## src/rtl/apkt_pkg.sv

```systemverilog
package apkt_pkg;

    localparam int PKT_W     = 8;

    // control word fields
    localparam int CTL_VID   = 0;
    localparam int CTL_MISS  = 1;
    localparam int CTL_RD    = 2;
    localparam int CTL_PER   = 3;
    localparam int CTL_TEST  = 5;
    localparam int CTL_W     = 5;

    // register selects
    localparam logic [1:0] SEL_CTRL = 2'd0;
    localparam logic [1:0] SEL_BASE = 2'd1;
    localparam logic [1:0] SEL_MASK = 2'd2;

    // packet bit positions
    localparam int PB_VSYNC  = 7;
    localparam int PB_MISS   = 6;
    localparam int PB_ADDR   = 1;
    localparam int PB_VIDEO  = 0;

    typedef enum logic [1:0] {
        SH_IDLE,
        SH_LOW,
        SH_HIGH,
        SH_DONE
    } shift_state_e;

endpackage

```

## src/rtl/apkt_timer.sv

```systemverilog
module apkt_timer
    import apkt_pkg::*;
#(
    parameter int TICK_DIV = 125000
) (
    input  logic       clk,
    input  logic       rst_n,
    input  logic       restart_i,
    input  logic [1:0] sel_i,
    output logic       expire_o
);

    localparam int TW = (TICK_DIV > 1) ? $clog2(TICK_DIV) : 1;

    logic [TW-1:0] tick_q;
    logic [3:0]    ms_q;
    logic          tick;
    logic [3:0]    last_ms;

    always_comb begin
        tick = (tick_q == TW'(TICK_DIV - 1));
        unique case (sel_i)
            2'b01:   last_ms = 4'd0;
            2'b10:   last_ms = 4'd4;
            2'b11:   last_ms = 4'd9;
            default: last_ms = 4'd0;
        endcase
        expire_o = tick && (sel_i != 2'b00) && (ms_q == last_ms);
    end

    always_ff @(posedge clk or negedge rst_n) begin
        if (!rst_n) begin
            tick_q <= '0;
            ms_q   <= '0;
        end else if (restart_i) begin
            tick_q <= '0;
            ms_q   <= '0;
        end else begin
            tick_q <= tick ? '0 : tick_q + 1'b1;
            if (sel_i == 2'b00)
                ms_q <= '0;
            else if (tick)
                ms_q <= expire_o ? 4'd0 : ms_q + 4'd1;
        end
    end


    restart_clears_chk: assert property (@(posedge clk) disable iff (!rst_n)
        restart_i |=> !expire_o);

endmodule

```

## src/rtl/apkt_collect.sv

```systemverilog
module apkt_collect
    import apkt_pkg::*;
#(
    parameter int AW = 27
) (
    input  logic             clk,
    input  logic             rst_n,
    input  logic             vid_en_i,
    input  logic             miss_en_i,
    input  logic             rd_en_i,
    input  logic             vsync_i,
    input  logic             miss_i,
    input  logic             miss_wr_i,
    input  logic             miss_if_i,
    input  logic             gfx_i,
    input  logic             mem_valid_i,
    input  logic [AW-1:0]    mem_addr_i,
    input  logic [AW-1:0]    base_i,
    input  logic [AW-1:0]    mask_i,
    input  logic             hold_i,
    input  logic             clr_i,
    output logic [PKT_W-1:0] pkt_o
);

    logic [PKT_W-1:0] ev;
    logic [PKT_W-1:0] pend_q;
    logic [PKT_W-1:0] pkt_q;

    always_comb begin
        ev           = '0;
        ev[PB_VSYNC] = vsync_i;
        ev[PB_MISS]  = miss_i && miss_en_i && !miss_if_i && (miss_wr_i || rd_en_i);
        ev[PB_ADDR]  = mem_valid_i && (((mem_addr_i ^ base_i) & mask_i) == '0);
        ev[PB_VIDEO] = gfx_i && vid_en_i;
    end

    always_ff @(posedge clk or negedge rst_n) begin
        if (!rst_n) begin
            pkt_q  <= '0;
            pend_q <= '0;
        end else if (clr_i) begin
            pkt_q  <= pend_q | ev;
            pend_q <= '0;
        end else if (hold_i) begin
            pend_q <= pend_q | ev;
        end else begin
            pkt_q  <= pkt_q | ev;
        end
    end

    assign pkt_o = pkt_q;


    frozen_while_busy_chk: assert property (@(posedge clk) disable iff (!rst_n)
        (hold_i && !clr_i) |=> $stable(pkt_o));


    clear_empties_chk: assert property (@(posedge clk) disable iff (!rst_n)
        (clr_i && pend_q == '0 && ev == '0) |=> (pkt_o == '0));

endmodule

```

## src/rtl/apkt_shift.sv

```systemverilog
module apkt_shift
    import apkt_pkg::*;
#(
    parameter int SER_DIV = 4,
    parameter int W       = 8
) (
    input  logic         clk,
    input  logic         rst_n,
    input  logic         start_i,
    input  logic [W-1:0] data_i,
    output logic         busy_o,
    output logic         clr_o,
    output logic         sclk_o,
    output logic         sdata_o
);

    localparam int CW = (SER_DIV > 1) ? $clog2(SER_DIV) : 1;
    localparam int IW = (W > 1) ? $clog2(W) : 1;

    shift_state_e  state_q, state_d;
    logic [CW-1:0] cnt_q;
    logic [IW-1:0] idx_q;
    logic [W-1:0]  sh_q;
    logic          phase_end;

    assign phase_end = (cnt_q == CW'(SER_DIV - 1));

    // state register
    always_ff @(posedge clk or negedge rst_n) begin
        if (!rst_n) state_q <= SH_IDLE;
        else        state_q <= state_d;
    end

    // transitions
    always_comb begin
        state_d = state_q;
        unique case (state_q)
            SH_IDLE: if (start_i)   state_d = SH_LOW;
            SH_LOW:  if (phase_end) state_d = SH_HIGH;
            SH_HIGH: if (phase_end) state_d = (idx_q == '0) ? SH_DONE : SH_LOW;
            SH_DONE:                state_d = SH_IDLE;
            default:                state_d = SH_IDLE;
        endcase
    end

    // datapath
    always_ff @(posedge clk or negedge rst_n) begin
        if (!rst_n) begin
            cnt_q <= '0;
            idx_q <= '0;
            sh_q  <= '0;
        end else begin
            unique case (state_q)
                SH_IDLE: if (start_i) begin
                    sh_q  <= data_i;
                    idx_q <= IW'(W - 1);
                    cnt_q <= '0;
                end
                SH_LOW:  cnt_q <= phase_end ? '0 : cnt_q + 1'b1;
                SH_HIGH: begin
                    cnt_q <= phase_end ? '0 : cnt_q + 1'b1;
                    if (phase_end && idx_q != '0) begin
                        sh_q  <= sh_q << 1;
                        idx_q <= idx_q - 1'b1;
                    end
                end
                SH_DONE: cnt_q <= '0;
                default: cnt_q <= '0;
            endcase
        end
    end

    // outputs
    always_comb begin
        busy_o  = (state_q != SH_IDLE);
        clr_o   = (state_q == SH_DONE);
        sclk_o  = (state_q == SH_HIGH);
        sdata_o = ((state_q == SH_LOW) || (state_q == SH_HIGH)) ? sh_q[W-1] : 1'b0;
    end


    sdata_steady_chk: assert property (@(posedge clk) disable iff (!rst_n)
        (state_q == SH_HIGH) |-> $stable(sdata_o));


    done_after_high_chk: assert property (@(posedge clk) disable iff (!rst_n)
        (state_q == SH_DONE) |-> ($past(state_q) == SH_HIGH));

endmodule

```

## src/rtl/activity_packet_tx.sv

```systemverilog
module activity_packet_tx
    import apkt_pkg::*;
#(
    parameter int TICK_DIV = 125000,
    parameter int SER_DIV  = 4,
    parameter int AW       = 27
) (
    input  logic          clk,
    input  logic          rst_n,
    input  logic          vsync_pulse,
    input  logic          l1_miss,
    input  logic          l1_miss_wr,
    input  logic          l1_miss_ifetch,
    input  logic          gfx_access,
    input  logic          mem_valid,
    input  logic [AW-1:0] mem_addr,
    input  logic          wr_en,
    input  logic [1:0]    wr_sel,
    input  logic [AW-1:0] wr_data,
    output logic          ser_clk,
    output logic          ser_data,
    output logic          busy,
    output logic [7:0]    packet,
    output logic [5:0]    ctrl_rd
);

    logic [CTL_W-1:0] ctrl_q;
    logic [AW-1:0]    base_q;
    logic [AW-1:0]    mask_q;
    logic             ctrl_wr;
    logic             test_wr;
    logic             expire;
    logic             clr;
    logic             send_go;

    assign ctrl_wr = wr_en && (wr_sel == SEL_CTRL);
    assign test_wr = ctrl_wr && wr_data[CTL_TEST];

    always_ff @(posedge clk or negedge rst_n) begin
        if (!rst_n) begin
            ctrl_q <= '0;
            base_q <= '0;
            mask_q <= '0;
        end else if (wr_en) begin
            unique case (wr_sel)
                SEL_CTRL: ctrl_q <= wr_data[CTL_W-1:0];
                SEL_BASE: base_q <= wr_data;
                SEL_MASK: mask_q <= wr_data;
                default:  ;
            endcase
        end
    end

    assign ctrl_rd = {1'b0, ctrl_q};

    apkt_timer #(.TICK_DIV(TICK_DIV)) u_timer (
        .clk       (clk),
        .rst_n     (rst_n),
        .restart_i (ctrl_wr),
        .sel_i     (ctrl_q[CTL_PER+1:CTL_PER]),
        .expire_o  (expire)
    );

    apkt_collect #(.AW(AW)) u_collect (
        .clk         (clk),
        .rst_n       (rst_n),
        .vid_en_i    (ctrl_q[CTL_VID]),
        .miss_en_i   (ctrl_q[CTL_MISS]),
        .rd_en_i     (ctrl_q[CTL_RD]),
        .vsync_i     (vsync_pulse),
        .miss_i      (l1_miss),
        .miss_wr_i   (l1_miss_wr),
        .miss_if_i   (l1_miss_ifetch),
        .gfx_i       (gfx_access),
        .mem_valid_i (mem_valid),
        .mem_addr_i  (mem_addr),
        .base_i      (base_q),
        .mask_i      (mask_q),
        .hold_i      (busy),
        .clr_i       (clr),
        .pkt_o       (packet)
    );

    assign send_go = !busy && (test_wr || (expire && (packet != '0)));

    apkt_shift #(.SER_DIV(SER_DIV), .W(PKT_W)) u_shift (
        .clk     (clk),
        .rst_n   (rst_n),
        .start_i (send_go),
        .data_i  (packet),
        .busy_o  (busy),
        .clr_o   (clr),
        .sclk_o  (ser_clk),
        .sdata_o (ser_data)
    );


    nonempty_or_test_chk: assert property (@(posedge clk) disable iff (!rst_n)
        $rose(busy) |-> ($past(packet != '0) || $past(test_wr)));


    sclk_only_busy_chk: assert property (@(posedge clk) disable iff (!rst_n)
        ser_clk |-> busy);

endmodule

```

## config.mk

```make
export PLATFORM = sky130hd
export DESIGN_NAME = activity_packet_tx
export DESIGN_NICKNAME = d
export VERILOG_FILES = /design/src/rtl/apkt_pkg.sv /design/src/rtl/apkt_timer.sv /design/src/rtl/apkt_collect.sv /design/src/rtl/apkt_shift.sv /design/src/rtl/activity_packet_tx.sv
export SDC_FILE = /design/constraint.sdc
export NUM_CORES = 1
export LEC_CHECK = 0
export BUFFER_PORTS_ARGS = -buffer_cell sky130_fd_sc_hd__clkbuf_2
export CAP_MARGIN = 15
export CORE_UTILIZATION = 50
export DETAILED_ROUTE_END_ITERATION = 16
export GPL_TIMING_DRIVEN = 0
export PLACE_DENSITY = 0.71
export SLEW_MARGIN = 20
export SYNTH_ARGS = -nofsm -noshare
export SYNTH_HDL_FRONTEND = slang
export SYNTH_SLANG_ARGS = --single-unit
```

## constraint.sdc

```tcl
create_clock -name clk -period 2.35 [get_ports clk]
set_clock_uncertainty 0.2 [all_clocks]
set_input_delay 0.235 -clock clk [delete_from_list [all_inputs] [get_ports clk]]
set_output_delay 0.235 -clock clk [all_outputs]
set_load 0.02 [all_outputs]
```

* Yosys cells after proc, flatten, opt, wreduce, memory -nomap -nowiden
Index checks and enable logic that the tools add are counted.
Operators by class: add/sub/neg operators 4, shift-type cells 0, $mul 0, order comparisons 0, reductions and logical operators 35, bitwise logic cells 4, div/mod/pow operators 0, mux-type cells 26, eq/ne operators 15
Operators with widths (count):
- 8-bit 2-to-1 mux | 6
- 17-bit 2-to-1 mux | 2
- 27-bit bitwise AND | 1
- 27-bit logical NOT | 1
- 27-bit XOR | 1
- 17-bit by 1-bit adder with 17-bit output (second input constant) | 1
- 17-bit == test (second input constant) | 1
- 4-bit 2-to-1 mux | 4
- 8-bit OR | 2
- 8-bit case mux with 2 select lines | 1
- 2-bit == test (second input constant) | 6
- 1-bit logical AND | 12
- 2-bit 2-to-1 mux | 6
- 2-bit by 1-bit != test with 1-bit output (second input constant) | 4
- 2-bit case mux with 4 select lines | 1
- 4-bit case mux with 2 select lines | 1
- 2-bit nonzero test | 4
- 8-bit nonzero test | 1
- 2-bit logical NOT | 3
- 3-bit 2-to-1 mux | 2
- 2-bit case mux with 3 select lines | 1
- 3-bit case mux with 2 select lines | 1
- 2-bit AND reduction | 3
- 3-bit AND reduction | 2
- other kinds (12) | 17
Word-level totals: memory bits (read-only) 0, RAM bits 0, latch bits 0, output and inout bits 17, bits in registers 111, memories kept 0

* Depth between registers and ports, before layout
word-level depth 9, gate-level depth with buffers 8

* Hierarchy
A second synthesis with hierarchy kept.
Unflattened totals: cells, all modules 426, area, all modules 5139.9 um^2
Modules (own cells, without submodules):
- activity_packet_tx | instances 1, area an instance 2283.4 um^2, cells an instance 134
- apkt_timer | instances 1, area an instance 1192.4 um^2, cells an instance 111
- apkt_shift | instances 1, area an instance 909.6 um^2, cells an instance 95
- apkt_collect | instances 1, area an instance 754.5 um^2, cells an instance 86

* Worst setup path after synthesis
Ideal clock, no wire load.
path type reg2reg, start point register ctrl_q[4], end point register u_shift.idx_q[1], setup slack -46 ps, data arrival time 2071 ps, required time 2025 ps, cell stages (with the launch flop) 7, period minus slack after synthesis 2396 ps, path buffers 1, path through dfrtp_1 -> or4_1 -> nor3b_1 -> o211a_4 -> o21ai_2 -> buf_6 -> mux2_4
Between the ends: longest elaborated chain between the ends 9
Ends and longest elaborated chain:
- from (decl) | RTL line activity_packet_tx.sv:27 | logic [CTL_W-1:0] ctrl_q;
- from (signal assigned) | RTL line activity_packet_tx.sv:46 | SEL_CTRL: ctrl_q <= wr_data[CTL_W-1:0];
- 2-bit == test | RTL line apkt_timer.sv:22 | unique case (sel_i)
- 4-bit case mux with 2 select lines | RTL line apkt_timer.sv:22
- 4-bit == test | RTL line apkt_timer.sv:28 | expire_o = tick && (sel_i != 2'b00) && (ms_q == last_ms);
- 1-bit logical AND (*) | RTL line apkt_timer.sv:28
- 1-bit logical AND (*) | RTL line activity_packet_tx.sv:84 | assign send_go = !busy && (test_wr || (expire && (packet != '0)));
- 1-bit logical OR (*) | RTL line activity_packet_tx.sv:84
- 1-bit logical AND (*) | RTL line activity_packet_tx.sv:84
- 2-bit != test (no source line) (*)
- 3-bit AND reduction (no source line) (*)
- to (signal assigned) | RTL line apkt_shift.sv:56 | idx_q <= IW'(W - 1);
- to (signal assigned) | RTL line apkt_shift.sv:64 | idx_q <= idx_q - 1'b1;
- to (decl) | RTL line apkt_shift.sv:22 | logic [IW-1:0] idx_q;
Mark *: on every way between the ends. The rest lies on a longest branch, timed or not. A chain may end at the register's enable or synchronous reset.

* Worst setup path in the final report
start point register u_timer.tick_q[7], end point register u_shift.sh_q[6]
Between the ends: longest elaborated chain between the ends 8
Ends and longest elaborated chain:
- from (decl) | RTL line apkt_timer.sv:15 | logic [TW-1:0] tick_q;
- from (signal assigned) | RTL line apkt_timer.sv:39 | tick_q <= tick ? '0 : tick_q + 1'b1;
- 17-bit == test | RTL line apkt_timer.sv:21 | tick = (tick_q == TW'(TICK_DIV - 1));
- 1-bit logical AND (2 in series) | RTL line apkt_timer.sv:28
- 1-bit logical AND | RTL line activity_packet_tx.sv:84
- 1-bit logical OR | RTL line activity_packet_tx.sv:84
- 1-bit logical AND | RTL line activity_packet_tx.sv:84
- 2-bit != test (no source line)
- 3-bit AND reduction (no source line)
- to (signal assigned) | RTL line apkt_shift.sv:55 | sh_q <= data_i;
- to (signal assigned) | RTL line apkt_shift.sv:63 | sh_q <= sh_q << 1;
- to (decl) | RTL line apkt_shift.sv:23 | logic [W-1:0] sh_q;
Every way passes these cells.

==> impl_metrics.ini <==
[run_status]
outcome = finished with violations
violations = negative setup slack

[global_route]
gr-total-overflow = 0
grt_start_max_net_pins = 66
antenna_found_initial = 0
grt_usage_pct = 22.4
grt_pass1_wl_um = 17700
grt_pass1_vias = 3743

[critical_path]
startpoint_type = register
path_delay_family = simple AND/OR/NAND/NOR gates
slowest_delay_ns = 0.54
crit_type = reg2reg
critical_path.endpoint_type = register
worst-path-buf-inv = 1
worstPathMaxFanout = 8
cpMaxStageDelayCell = or4b_4
path_cells = or4b_4 -> nor4_4 -> o211a_4 -> o21ai_4 -> buf_6 -> mux2_4
ff2ff_setup_slack_ns = -0.05
cp_data_arrival_time_ns = 2.45
worstPathRequired_ns = 2.41

[yosys]
ys_seq_elements = 103
yosysSeqAreaShare_pct = 51.1
yosysWarningCount = 0
synth-edff-count = 0
synth_cells = 427
async_flop_share_pct = 100
avgSynthCellArea_um2 = 11.8
syn_area_mm2 = 0.00504
synth-main-ff-cell = dfrtp_1
ys_types = 56

[drt]
vias = 3663
via_per_inst = 5.28
drt-initial-drc-count = 106
final_antenna_net_count = 0
drcViolationCount = 0
wl_per_cell_um = 15.3
drt_wl_total_um = 10600
dr.pass1.iters = 4

[sta]
finalCritPeriodShare_pct = 102
setup_violations = 7
fin_setup_tns_ns = -0.202
slew_viol_final = 0
slew_headroom_pct = 47.5
setup_ws_ns = -0.0453
period_minus_slack_ns = 2.40
timing.fmax_ghz = 0.417
timing.hold.ws_ns = 0.0319
rsz0062_at_grt = yes
hold_viol = 0
tightest_slew_ns = 0.784

[final_layout]
final_area_mm2 = 0.00624
nNetsFinal = 631
diodes = 0
syn2layout_area_growth_pct = 23.7
drive_gt1_share_pct = 34.9
layoutNonFillerInstCount = 694
final_cell_mix = 101 x dfrtp_1, 75 x clkbuf_2, 64 x mux2_2
layout_commonest_cell = dfrtp_1

[clock_tree]
cts_made_buffers = 9
clock_sinks = 103
clk_pin_slew_ns = 0.09
clk_latency_ns = 0.37
clockRootBuffer = clkbuf_8
cts.path.max_buffers = 2
htreeDepth = 3
cts_tree = yes

[die]
io_pins = 82
coreArea_mm2 = 0.00977
start_util_pct = 51.6
num_rows = 36
die_w_um = 102
die_h_um = 102
die_area_mm2 = 0.0105

[job]
cap_viol_max_count = 0

[power]
ir_drop_uv = 608
p_leak_nw = 2.95
power_density_mw_per_mm2 = 851

[place]
dp.cells = 641
place_congestion = 0.810
dp_worst_setup_slack_ns = -0.165
placed_cell_area_mm2 = 0.00566
portBuffers = 76
dp_hpwl_um = 7440

[hold_path]
hold_class = in2reg
[synthesized netlist by cell type (3+ instances only)]
cell type	count	area, µm²
xnor2_1	4	35.0
mux2_4	4	60.1
nor2b_1	4	25.0
a21oi_1	11	55.1
xor2_1	38	333
nand2_1	27	101
nor2_1	33	124
dfrtp_1	103	2580
clkbuf_1	10	37.5
a22oi_1	13	97.6
buf_4	9	67.6
nand3_1	11	55.1
inv_1	14	52.6
nand4_1	7	43.8
mux2i_1	5	50.1
o21ai_0	5	25.0
mux2_2	64	721
and3_1	3	18.8
nor3_1	4	20.0
ha_1	10	125
nor3b_1	4	30.0
[kinds of logic (layout without fill, tap and decap cells)]
logic type | Yosys count | in the layout | share of synthesized area, %
AO/OA/AOI/OAI | 45 | 45 | 6.35
XOR/XNOR | 42 | 42 | 7.29
adder cells (fa/ha/maj) | 10 | 10 | 2.48
buffers and inverters | 36 | 166 | 3.55
flip-flops | 103 | 103 | 51.1
multiplexers | 73 | 73 | 16.5
other | 1 | 5 | 0.0744
AND/OR/NAND/NOR | 117 | 117 | 12.7
[flip-flops by register name, summed over array words and instances (netlist names)]
name,count
u_shift.state_q,2
u_timer.tick_q,17
u_shift.cnt_q,2
u_collect.pkt_o,4
base_q,27
u_shift.idx_q,3
u_timer.ms_q,4
mask_q,27
u_collect.pend_q,4
u_shift.sh_q,8
ctrl_q,5
[stage by stage]
| step | power, mW | utilization [%] |
|---|---|---|
| floorplan | 3.58 | - |
| global placement | 3.99 | 57.5 |
| detailed placement | 4.08 | 57.9 |
| CTS | 5.30 | 63.4 |
| global route | 5.66 | 63.9 |
| finish | 5.31 | 63.9 |
[power by group]
group	leakage [nW]	internal, mW	switching [mW]
Combinational	1.59	0.861	0.890
Clock	0.105	0.549	0.600
Sequential	1.26	2.14	0.270
[tightest hold or removal path: cells and delay by family]
family,cells,cell delay (ns)
buf+inv,1,0.08
simple gates,2,0.12
compound gates,1,0.14
[area by class of cell]
type	instances	area, µm²
buffer	19	113
clock buffer	11	151
clock inverter	5	56.3
fill	805	3530
inverter	14	52.6
multi-input combinational	292	2330
sequential	103	2580
tap	133	166
timing repair buffer	117	792
[path summary, 6_finish.rpt]
path	start	to	cells past startpoint
worst max register to register	u_timer.tick_q[7]$_DFF_PN0_	u_shift.sh_q[6]$_DFFE_PN0P_	6
worst max-delay path	u_timer.tick_q[7]$_DFF_PN0_	u_shift.sh_q[6]$_DFFE_PN0P_	6
worst min-delay path	l1_miss_ifetch	u_collect.pend_q[6]$_DFFE_PN0P_	4
max in group asynchronous	rst_n	u_timer.tick_q[7]$_DFF_PN0_	3
worst min register to register	u_collect.pend_q[1]$_DFFE_PN0P_	u_collect.pend_q[1]$_DFFE_PN0P_	1
min in group asynchronous	rst_n	base_q[1]$_DFFE_PN0P_	2
[repair_timing]
item	CTS	global route
pin swaps	3	4
setup endpoints to repair	21	20
hold buffers	30	0
resized for setup	1	6
buffers inserted	4	6
hold endpoints to repair	166	0
[per-layer routing]
metal | wire [µm] | vias to the layer above | global-route usage (%)
li1 | - | 1743 | -
met1 | 4670 | 1826 | 26.8
met2 | 5350 | 74 | 38.9
met3 | 344 | 20 | 5.20
met4 | 248 | 0 | 8.68
met5 | 0 | - | 0
Note: power is estimated with default switching activity, not from simulation.
